[src/rtl/scan_pkg.sv]
package scan_pkg;
    typedef enum logic [1:0] {
        ST_IDLE   = 2'd0,
        ST_STREAM = 2'd1,
        ST_DRAIN  = 2'd2,
        ST_LAST   = 2'd3
    } scan_state_t;
endpackage

[src/rtl/scan_row_tracker.sv]
module scan_row_tracker #(
    parameter int unsigned ADDR_W    = 16,
    parameter int unsigned LINE_LEN  = 160,
    parameter int unsigned ROWS      = 120,
    parameter int unsigned BASE_ADDR = 0
) (
    input  logic              clk,
    input  logic              rst_n,
    input  logic              visible,
    input  logic              line_done,
    input  logic              adv_req,
    output logic [ADDR_W-1:0] row_addr
);
    localparam int unsigned SCREEN_BYTES = LINE_LEN * ROWS;
    localparam logic [ADDR_W:0]   LIMIT  = (ADDR_W+1)'(BASE_ADDR + SCREEN_BYTES);
    localparam logic [ADDR_W-1:0] BASE   = ADDR_W'(BASE_ADDR);
    localparam logic [ADDR_W:0]   STRIDE = (ADDR_W+1)'(LINE_LEN);

    logic [ADDR_W:0] stepped;
    logic            wraps;

    // Candidate next row and its wrap test, one bit wider to catch carry.
    always_comb begin
        stepped = {1'b0, row_addr} + STRIDE;
        wraps   = (stepped >= LIMIT);
    end

    always_ff @(posedge clk) begin
        if (!rst_n) begin
            row_addr <= BASE;
        end else if (!visible) begin
            row_addr <= BASE;                       // R4 reload outside visible region
        end else if (line_done && adv_req) begin    // R5 advance on odd captured index
            row_addr <= wraps ? BASE : stepped[ADDR_W-1:0];  // R6 wrap
        end
    end
endmodule

[src/rtl/scan_fetch_fsm.sv]
module scan_fetch_fsm
    import scan_pkg::*;
#(
    parameter int unsigned ADDR_W   = 16,
    parameter int unsigned LINE_LEN = 160
) (
    input  logic              clk,
    input  logic              rst_n,
    input  logic              line_start,
    input  logic              visible,
    input  logic              idx_lsb,
    input  logic [ADDR_W-1:0] row_addr,
    output logic              rd_en,
    output logic [ADDR_W-1:0] rd_addr,
    output logic              busy,
    output logic              line_done,
    output logic              adv_req,
    output logic              overrun
);
    localparam int unsigned CNT_W = (LINE_LEN > 1) ? $clog2(LINE_LEN) : 1;
    localparam logic [CNT_W-1:0] CNT_LAST = CNT_W'(LINE_LEN - 1);

    scan_state_t       state, state_nxt;
    logic [CNT_W-1:0]  cnt;
    logic [ADDR_W-1:0] line_ptr;
    logic              odd_q;
    logic              over_q;
    logic              accept;

    assign accept = (state == ST_IDLE) && line_start && visible;

    // Next-state logic
    always_comb begin
        state_nxt = state;
        unique case (state)
            ST_IDLE:   if (accept) state_nxt = ST_STREAM;
            ST_STREAM: if (cnt == CNT_LAST) state_nxt = ST_DRAIN;
            ST_DRAIN:  state_nxt = ST_LAST;
            ST_LAST:   state_nxt = ST_IDLE;
            default:   state_nxt = ST_IDLE;
        endcase
    end

    // State register
    always_ff @(posedge clk) begin
        if (!rst_n) state <= ST_IDLE;
        else        state <= state_nxt;
    end

    // Datapath registers
    always_ff @(posedge clk) begin
        if (!rst_n) begin
            cnt      <= '0;
            line_ptr <= '0;
            odd_q    <= 1'b0;
            over_q   <= 1'b0;
        end else begin
            if (line_start && (state != ST_IDLE)) over_q <= 1'b1;
            if (accept) begin
                cnt      <= '0;
                line_ptr <= row_addr;
                odd_q    <= idx_lsb;
            end else if (state == ST_STREAM && cnt != CNT_LAST) begin
                cnt <= cnt + 1'b1;
            end
        end
    end

    // Outputs
    always_comb begin
        rd_en     = (state == ST_STREAM);
        rd_addr   = line_ptr + ADDR_W'(cnt);
        busy      = (state != ST_IDLE);
        line_done = (state == ST_LAST);
        adv_req   = odd_q;
        overrun   = over_q;
    end
endmodule

[src/rtl/scan_pixel_pipe.sv]
module scan_pixel_pipe #(
    parameter int unsigned PIX_W = 8
) (
    input  logic             clk,
    input  logic             rst_n,
    input  logic             rd_en,
    input  logic [PIX_W-1:0] rd_data,
    output logic [PIX_W-1:0] pix_out
);
    logic valid_q;

    always_ff @(posedge clk) begin
        if (!rst_n) begin
            valid_q <= 1'b0;
            pix_out <= '0;
        end else begin
            valid_q <= rd_en;
            pix_out <= valid_q ? rd_data : '0;  // zero whenever no byte returns
        end
    end
endmodule

[src/rtl/line_scanout_streamer.sv]
module line_scanout_streamer #(
    parameter int unsigned PIX_W     = 8,
    parameter int unsigned ADDR_W    = 16,
    parameter int unsigned IDX_W     = 10,
    parameter int unsigned LINE_LEN  = 160,
    parameter int unsigned ROWS      = 120,
    parameter int unsigned BASE_ADDR = 0
) (
    input  logic              clk,
    input  logic              rst_n,
    input  logic              line_start,
    input  logic              visible,
    input  logic [IDX_W-1:0]  line_idx,
    input  logic [PIX_W-1:0]  rd_data,
    output logic              rd_en,
    output logic [ADDR_W-1:0] rd_addr,
    output logic [PIX_W-1:0]  pix_out,
    output logic              busy,
    output logic              overrun
);
    logic [ADDR_W-1:0] row_addr;
    logic              line_done;
    logic              adv_req;

    scan_row_tracker #(
        .ADDR_W(ADDR_W), .LINE_LEN(LINE_LEN), .ROWS(ROWS), .BASE_ADDR(BASE_ADDR)
    ) u_rows (
        .clk(clk), .rst_n(rst_n), .visible(visible),
        .line_done(line_done), .adv_req(adv_req), .row_addr(row_addr)
    );

    scan_fetch_fsm #(
        .ADDR_W(ADDR_W), .LINE_LEN(LINE_LEN)
    ) u_fsm (
        .clk(clk), .rst_n(rst_n), .line_start(line_start), .visible(visible),
        .idx_lsb(line_idx[0]), .row_addr(row_addr),
        .rd_en(rd_en), .rd_addr(rd_addr), .busy(busy),
        .line_done(line_done), .adv_req(adv_req), .overrun(overrun)
    );

    scan_pixel_pipe #(
        .PIX_W(PIX_W)
    ) u_pipe (
        .clk(clk), .rst_n(rst_n), .rd_en(rd_en), .rd_data(rd_data), .pix_out(pix_out)
    );
endmodule

[config.mk]
export PLATFORM = sky130hd
export DESIGN_NAME = line_scanout_streamer
export DESIGN_NICKNAME = d
export VERILOG_FILES = /design/src/rtl/scan_pkg.sv /design/src/rtl/scan_row_tracker.sv /design/src/rtl/scan_fetch_fsm.sv /design/src/rtl/scan_pixel_pipe.sv /design/src/rtl/line_scanout_streamer.sv
export SDC_FILE = /design/constraint.sdc
export NUM_CORES = 1
export LEC_CHECK = 0
export BUFFER_PORTS_ARGS = -buffer_cell sky130_fd_sc_hd__buf_2
export CAP_MARGIN = 10
export CORE_MARGIN = 2
export CORE_UTILIZATION = 58
export DETAILED_ROUTE_END_ITERATION = 8
export HOLD_SLACK_MARGIN = 0.1
export PLACE_DENSITY = 0.85
export SETUP_SLACK_MARGIN = 0.05
export SLEW_MARGIN = 10
export SYNTH_ARGS = -nofsm -noshare
export SYNTH_HDL_FRONTEND = slang
export SYNTH_SLANG_ARGS = --single-unit
export TNS_END_PERCENT = 50
[constraint.sdc]
create_clock -name clk -period 3.2 [get_ports clk]
set_input_delay 0.16 -clock clk [delete_from_list [all_inputs] [get_ports clk]]
set_output_delay 0.16 -clock clk [all_outputs]
set_load 0.01 [all_outputs]
==> impl_metrics.json, run 1 <==
{
  "synth_warnings": 0,
  "syn_nets": 282,
  "cts-buffers-inserted": 5,
  "cts.path.max_buffers": 2,
  "place_congestion": 0.805,
  "antenna_violations_before_repair": 0,
  "crit_type": "register to register",
  "sequential_share_of_power": 0.476,
  "rsz0062_at_grt": "false",
  "clock_skew_ns": 0.00599,
  "num_vias": 1836,
  "crit_slowest_cell": "sky130_fd_sc_hd__o311ai_2",
  "transition_time_of_the_tightest_slew_check_pin_ns": 1.17,
  "run_status": "complete, no violations",
  "globalRoute.totalOverflow": 0,
  "clk-insertion-delay-late_ns": 0.30,
  "setup_viol_count_final": 0,
  "wire_length_of_the_first_global_routing_pass_um": 7090,
  "io_buf_count": 39,
  "post-route-util": 0.693,
  "timing.final.crit_period_ns": 2.41,
  "data_arrival_time_of_the_critical_path_ns": 2.55,
  "relSlewSlack": 0.217,
  "maxSlewViolCount": 0,
  "post_drt_antenna_nets": 0,
  "max_cap_violations": 0,
  "relative_contribution_of_combinational_cells_to_total_power": 0.180,
  "cts_tree": "yes",
  "power_leakage_nw": 1.08,
  "remaining_drc_errors": 0,
  "largest_net_degree_at_the_start_of_global_routing": 28,
  "clkSinkCount": 43,
  "die_w_um": 65.7,
  "first_pass_iters": 4,
  "n_antenna_cell": 0,
  "post-synth-top-area-fraction": 0.390,
  "worst-endpoint-required_ns": 3.34,
  "fmax_mhz": 415,
  "power-per-cell-area_mw_per_mm2": 485,
  "route.final.wire_length_um": 4320,
  "cts_root_buffer": "sky130_fd_sc_hd__clkbuf_8",
  "setup_tns_ns": 0,
  "postSynthRegisterBits": 43,
  "dpl.hpwl_um": 3060,
  "die_height_um": 65.7,
  "via_count_of_the_first_global_routing_pass": 1708,
  "sequential_cell_area_fraction_in_the_yosys_report": 0.390,
  "vias_per_cell": 5.48,
  "die_area_mm2": 0.00431,
  "synth_area_mm2": 0.00221,
  "critPathMaxFanout": 11,
  "path_delay_family": "compound AO/OA/AOI/OAI gates",
  "finalCritPeriodShare": 0.753,
  "wl_per_cell_um": 12.9,
  "power.share.switching": 0.282,
  "path_cells": "ha_1 -> nand2_1 -> nor3_1 -> nor4_1 -> o311ai_2 -> a21oi_1",
  "htree_levels": 2,
  "synth.avg_cell_area_um2": 8.79,
  "layout_common_cells": "43 x sky130_fd_sc_hd__dfxtp_1, 39 x sky130_fd_sc_hd__buf_2, 37 x sky130_fd_sc_hd__nand2_1",
  "netlist.top_cell.by_area": "sky130_fd_sc_hd__dfxtp_1",
  "drt_iter0_drcs": 83,
  "power_report.internal_total_w": 0.000883,
  "critPathBufInv": 0,
  "finalHoldViolCount": 0,
  "critical-path-max-stage-delay_ns": 0.96,
  "flow.area_growth_from_synthesis_pct": 15.0,
  "p_switching_w": 0.000346,
  "maximum_vdd_ir_drop_uv": 438,
  "fraction_of_layout_instances_using_a_drive_strength_above_1": 0.223,
  "worst_hold_path_type": "input pin to register",
  "std_cell_rows": 22,
  "gate_count_post_synth": 251,
  "top_level_ports": 49,
  "nature_of_the_critical_path_endpoint": "register",
  "floorplan.initialDensity": 0.603,
  "post_cts_resize_count": 0,
  "netlist-cell-type-count": 43,
  "power.clock.fraction": 0.344,
  "most_common_cell_after_layout_fill_and_taps_aside": "sky130_fd_sc_hd__dfxtp_1",
  "startpoint_type": "register",
  "core_mm2": 0.00366,
  "synth_area_leaders": "sky130_fd_sc_hd__dfxtp_1 39%, sky130_fd_sc_hd__nand2_1 6.3%, sky130_fd_sc_hd__xor2_1 5.6%, sky130_fd_sc_hd__ha_1 5.1%, sky130_fd_sc_hd__xnor2_1 4.4%",
  "grtUsageTotal": 0.210,
  "clk_transition_reported_paths_ns": 0.09,
  "num-nets-final": 317
}
## cell families after synthesis
kind of cell,after synthesis,synth area share
and+or+nand+nor,102,0.234
buffers and inverters,24,0.0579
xor gates and xnor gates,25,0.0993
muxes,4,0.0182
AOI/OAI and AO/OA,44,0.149
adders and majority gates,9,0.0511
DFF,43,0.390
## cells in the mapped netlist
cell                        number
sky130_fd_sc_hd__o31ai_1         1
sky130_fd_sc_hd__and4_1          1
sky130_fd_sc_hd__xor2_1         14
sky130_fd_sc_hd__nor4_2          1
sky130_fd_sc_hd__nor2b_1         3
sky130_fd_sc_hd__a21oi_1         7
sky130_fd_sc_hd__nand4b_1        1
sky130_fd_sc_hd__ha_1            9
sky130_fd_sc_hd__and3_4          1
sky130_fd_sc_hd__o2111ai_1       1
sky130_fd_sc_hd__o311ai_2        1
sky130_fd_sc_hd__nand3b_1        1
sky130_fd_sc_hd__clkbuf_1        8
sky130_fd_sc_hd__nor4_1          1
sky130_fd_sc_hd__nand4bb_1       1
sky130_fd_sc_hd__or2b_1          1
sky130_fd_sc_hd__nor2_1         19
sky130_fd_sc_hd__buf_2           3
sky130_fd_sc_hd__nand2_1        37
sky130_fd_sc_hd__a311oi_1        1
sky130_fd_sc_hd__a21boi_0       12
sky130_fd_sc_hd__a21oi_2        10
sky130_fd_sc_hd__a21o_1          2
sky130_fd_sc_hd__inv_1           7
sky130_fd_sc_hd__and3_1         14
sky130_fd_sc_hd__nand4_1         3
sky130_fd_sc_hd__o21a_1          2
sky130_fd_sc_hd__nor4b_2         1
sky130_fd_sc_hd__or2_2           1
sky130_fd_sc_hd__o21ai_1         1
sky130_fd_sc_hd__o311ai_1        1
sky130_fd_sc_hd__buf_6           3
sky130_fd_sc_hd__dfxtp_1        43
sky130_fd_sc_hd__o211a_1         1
sky130_fd_sc_hd__nand3_1         9
sky130_fd_sc_hd__nor3_1          5
sky130_fd_sc_hd__xnor2_1        11
sky130_fd_sc_hd__o21ai_0         3
sky130_fd_sc_hd__nor4bb_1        1
sky130_fd_sc_hd__buf_4           3
sky130_fd_sc_hd__mux2i_1         4
sky130_fd_sc_hd__and2_1          1
sky130_fd_sc_hd__a31oi_1         1
## metal layers
| layer | wire [um] | global-route usage | vias up |
|---|---|---|---|
| met4 | 77 | 0.0911 | 0 |
| met3 | 232 | 0.0599 | 8 |
| met5 | 0 | 0 | - |
| met2 | 2030 | 0.360 | 50 |
| li1 | - | - | 925 |
| met1 | 1970 | 0.243 | 853 |
## power by group through the flow
stage | clock, W | combinational (W) | sequential (W)
floorplan | 0 | 0.000159 | 0.000599
global placement | 0 | 0.000208 | 0.000597
detailed placement | 0 | 0.000217 | 0.000598
CTS | 0.000428 | 0.000223 | 0.000585
global route | 0.000450 | 0.000248 | 0.000591
finish | 0.000423 | 0.000221 | 0.000585
## state kept, by name, indices dropped and copies added (netlist names)
| register | cells |
|---|---|
| u_pipe.valid_q | 1 |
| u_fsm.line_ptr | 11 |
| u_fsm.cnt | 8 |
| u_fsm.adv_req | 1 |
| u_fsm.overrun | 1 |
| u_rows.row_addr | 11 |
| u_fsm.state | 2 |
| u_pipe.pix_out | 8 |
## through the flow
| step | instance area (um2) | worst slack (ns) | cells | hold WS, ns | power [W] |
|---|---|---|---|---|---|
| 5_1_grt | 2540 | 0.633 | 335 | 0.112 | 0.00129 |
| 4_1_cts | 2540 | 0.781 | 335 | 0.102 | 0.00124 |
| 2_1_floorplan | 2210 | 1.44 | 251 | 0.305 | 0.000759 |
| 6_report | 2540 | 0.789 | 335 | 0.106 | 0.00123 |
| 3_3_place_gp | 2370 | 0.878 | 322 | 0.402 | 0.000805 |
| 3_5_place_dp | 2370 | 0.828 | 322 | 0.403 | 0.000815 |
## final cells by class
type	instances	area [um2]
sequential	43	861
fill	310	1120
multi-input combinational	184	1220
clock buffer	5	68.8
clock inverter	3	43.8
tap	48	60.1
timing repair buffer	45	253
inverter	7	26.3
## what timing repair did
item | 4_1_cts | 5_1_grt
endpoints found under the hold margin | 5 | 0
setup buffers | 0 | 0
hold buffers | 5 | 0
## final timing paths
| path | startpoint | to | slack [ns] | depth (start not counted) |
|---|---|---|---|---|
| worst max-delay path | u_rows.row_addr[5]$_SDFFE_PN0P_ | u_rows.row_addr[15]$_SDFFE_PN0P_ | 0.79 | 6 |
| worst min-delay path | rd_data[5] | u_pipe.pix_out[5]$_SDFF_PN0_ | 0.11 | 2 |
| worst max register to register | u_rows.row_addr[5]$_SDFFE_PN0P_ | u_rows.row_addr[15]$_SDFFE_PN0P_ | 0.79 | 6 |
| worst min register to register | u_fsm.line_ptr[5]$_SDFFE_PN0P_ | u_fsm.line_ptr[5]$_SDFFE_PN0P_ | 0.47 | 2 |
(Power assumes the default switching activity.)
==> run 2, diff against run 1 <==
--- a/config.mk
+++ b/config.mk
@@ -8,10 +8,10 @@
 export BUFFER_PORTS_ARGS = -buffer_cell sky130_fd_sc_hd__buf_2
 export CAP_MARGIN = 10
 export CORE_MARGIN = 2
-export CORE_UTILIZATION = 58
+export CORE_UTILIZATION = 48
 export DETAILED_ROUTE_END_ITERATION = 8
 export HOLD_SLACK_MARGIN = 0.1
-export PLACE_DENSITY = 0.85
+export PLACE_DENSITY = 0.75
 export SETUP_SLACK_MARGIN = 0.05
 export SLEW_MARGIN = 10
 export SYNTH_ARGS = -nofsm -noshare
==> constraint.sdc (replaced) <==
create_clock -name clk -period 2.1 [get_ports clk]
set_input_delay 0.105 -clock clk [delete_from_list [all_inputs] [get_ports clk]]
set_output_delay 0.105 -clock clk [all_outputs]
set_load 0.01 [all_outputs]
==> impl_metrics.json, run 2 (synthesized netlist as in run 1, its figures left out) <==
{
  "cts-buffers-inserted": 5,
  "top_regs": "u_fsm.line_ptr: 11 flops, u_rows.row_addr: 11 flops",
  "finalHoldViolCount": 0,
  "globalRoute.totalOverflow": 0,
  "post-place-cells": 332,
  "setup_viol_count_final": 0,
  "maximum_vdd_ir_drop_uv": 426,
  "cts_root_buffer": "sky130_fd_sc_hd__clkbuf_8",
  "clock_skew_ns": 0.00442,
  "startpoint_type": "register",
  "top_level_ports": 49,
  "place_congestion": 0.865,
  "most_common_cell_after_layout_fill_and_taps_aside": "sky130_fd_sc_hd__buf_2",
  "worst_hold_path_type": "input pin to register",
  "relSlewSlack": 0.708,
  "worstSetupStartpoint": "u_fsm.cnt[6]$_SDFFE_PP0P_",
  "floorplan.initialDensity": 0.503,
  "timing.final.crit_period_ns": 1.97,
  "die_height_um": 71.8,
  "largest_net_degree_at_the_start_of_global_routing": 27,
  "power-per-cell-area_mw_per_mm2": 653,
  "wl_per_cell_um": 12.7,
  "power.share.switching": 0.299,
  "worst-endpoint-required_ns": 2.00,
  "finalCritPeriodShare": 0.937,
  "die_area_mm2": 0.00515,
  "relative_contribution_of_combinational_cells_to_total_power": 0.199,
  "power.clock.fraction": 0.296,
  "power_report.internal_total_w": 0.00124,
  "core_mm2": 0.00438,
  "clkSinkCount": 43,
  "critPathMaxFanout": 5,
  "maxSlewViolCount": 0,
  "cts_tree": "yes",
  "drt_iter0_drcs": 76,
  "antenna_violations_before_repair": 0,
  "hold-worst-slack_ns": 0.290,
  "route.final.wire_length_um": 4490,
  "n_antenna_cell": 0,
  "terminus_of_the_critical_flop_to_flop_path": "u_rows.row_addr[6]$_SDFFE_PN0P_",
  "remaining_drc_errors": 0,
  "die_w_um": 71.8,
  "cts.path.max_buffers": 2,
  "nature_of_the_critical_path_endpoint": "primary output",
  "via_count_of_the_first_global_routing_pass": 1636,
  "rsz0062_at_grt": "true",
  "setup_tns_ns": 0,
  "std_cell_rows": 24,
  "clk_transition_reported_paths_ns": 0.08,
  "clk-insertion-delay-late_ns": 0.30,
  "wire_length_of_the_first_global_routing_pass_um": 7390,
  "timing.critical_path.to": "rd_addr[12]",
  "crit_type": "register to primary output",
  "transition_time_of_the_tightest_slew_check_pin_ns": 0.437,
  "worst_reg2reg_path_depth": 6,
  "p_switching_w": 0.000527,
  "htree_levels": 2,
  "worstReg2RegStart": "u_rows.row_addr[9]$_SDFFE_PN0P_",
  "data_arrival_time_of_the_critical_path_ns": 1.86,
  "vias_per_cell": 5.19,
  "first_pass_iters": 4,
  "run_status": "complete, no violations",
  "fmax_mhz": 508,
  "stdcell_count": 353,
  "sequential_share_of_power": 0.506,
  "final.fill_count": 384,
  "dpl.hpwl_um": 3030,
  "num_vias": 1833,
  "post_drt_antenna_nets": 0,
  "io_buf_count": 39,
  "flow.area_growth_from_synthesis_pct": 22.3,
  "max_cap_violations": 0,
  "reg2reg_slack_ns": 0.27,
  "grtUsageTotal": 0.181,
  "power_leakage_nw": 1.14,
  "layout_common_cells": "39 x sky130_fd_sc_hd__buf_2, 37 x sky130_fd_sc_hd__nand2_1, 37 x sky130_fd_sc_hd__dfxtp_1",
  "fraction_of_layout_instances_using_a_drive_strength_above_1": 0.289,
  "num-nets-final": 331,
  "post-route-util": 0.616
}
run 2: cell count changes in the layout (fill, tap and decap cells not counted), sizes merged:
| cell | delta |
|---|---|
| buf | +9 |
| clkinvlp | +2 |
| clkinv | -1 |
| bufinv | -1 |
| dlygate4sd3 | +5 |
run 2: stage by stage:
| step | worst slack (ns) | cell area (um2) | power [W] |
|---|---|---|---|
| floorplan | 0.399 | 2210 | 0.00116 |
| finish | 0.131 | 2700 | 0.00176 |
| global placement | 0.208 | 2420 | 0.00124 |
| global route | 0.0132 | 2700 | 0.00186 |
| detailed placement | 0.187 | 2420 | 0.00125 |
| CTS | 0.0521 | 2660 | 0.00178 |
run 2: cell type report:
type,count,area [um2],area share
Multi-Input combinational cell,184,1270,0.472
Sequential cell,43,871,0.323
Timing Repair Buffer,59,374,0.139
Clock buffer,5,68.8,0.0255
Tap cell,52,65.1,0.0241
Inverter,7,26.3,0.00974
Clock inverter,3,20.0,0.00742
run 2: worst min-delay path by stage:
stage | start | end | slack (ns) | depth (start not counted)
after floorplan | line_idx[0] | u_fsm.adv_req$_SDFFE_PN0P_ | 0.25 | 2
after global placement | rd_data[4] | u_pipe.pix_out[4]$_SDFF_PN0_ | 0.35 | 2
after detailed placement | rd_data[4] | u_pipe.pix_out[4]$_SDFF_PN0_ | 0.35 | 2
after CTS | rst_n | u_fsm.state[0]$_SDFFE_PN0P_ | 0.28 | 4
after global routing | rst_n | u_fsm.line_ptr[5]$_SDFFE_PN0P_ | 0.31 | 3
final | rst_n | u_fsm.state[0]$_SDFFE_PN0P_ | 0.29 | 4
run 2: timing repair:
item	4_1_cts	5_1_grt
gates resized for setup	5	13
hold endpoints to repair	10	0
endpoints found under the setup margin	4	17
setup buffers	3	0
hold buffers	10	0
pin swaps	2	3
run 2: routing by layer:
layer | share of wire | up-vias | global-route usage
li1 | - | 954 | -
met1 | 0.49 | 837 | 0.236
met2 | 0.45 | 35 | 0.291
met3 | 0.044 | 7 | 0.0492
met4 | 0.013 | 0 | 0.0566
met5 | 0 | - | 0
run 2: critical path: stages (launching register included):
cell and delay, ns:
sky130_fd_sc_hd__dfxtp_4 0.36, sky130_fd_sc_hd__ha_4 0.27, sky130_fd_sc_hd__a21oi_2 0.07, sky130_fd_sc_hd__nor2b_2 0.16
sky130_fd_sc_hd__o2111ai_2 0.12, sky130_fd_sc_hd__buf_6 0.16, sky130_fd_sc_hd__nor2_2 0.10, sky130_fd_sc_hd__xor2_1 0.18
sky130_fd_sc_hd__buf_2 0.16
run 2: power by group through the flow:
| stage | registers, W | clock network [W] | logic [W] |
|---|---|---|---|
| CTS | 0.000891 | 0.000541 | 0.000353 |
| global route | 0.000900 | 0.000569 | 0.000395 |
| floorplan | 0.000913 | 0 | 0.000243 |
| finish | 0.000891 | 0.000521 | 0.000350 |
| global placement | 0.000910 | 0 | 0.000328 |
| detailed placement | 0.000910 | 0 | 0.000339 |
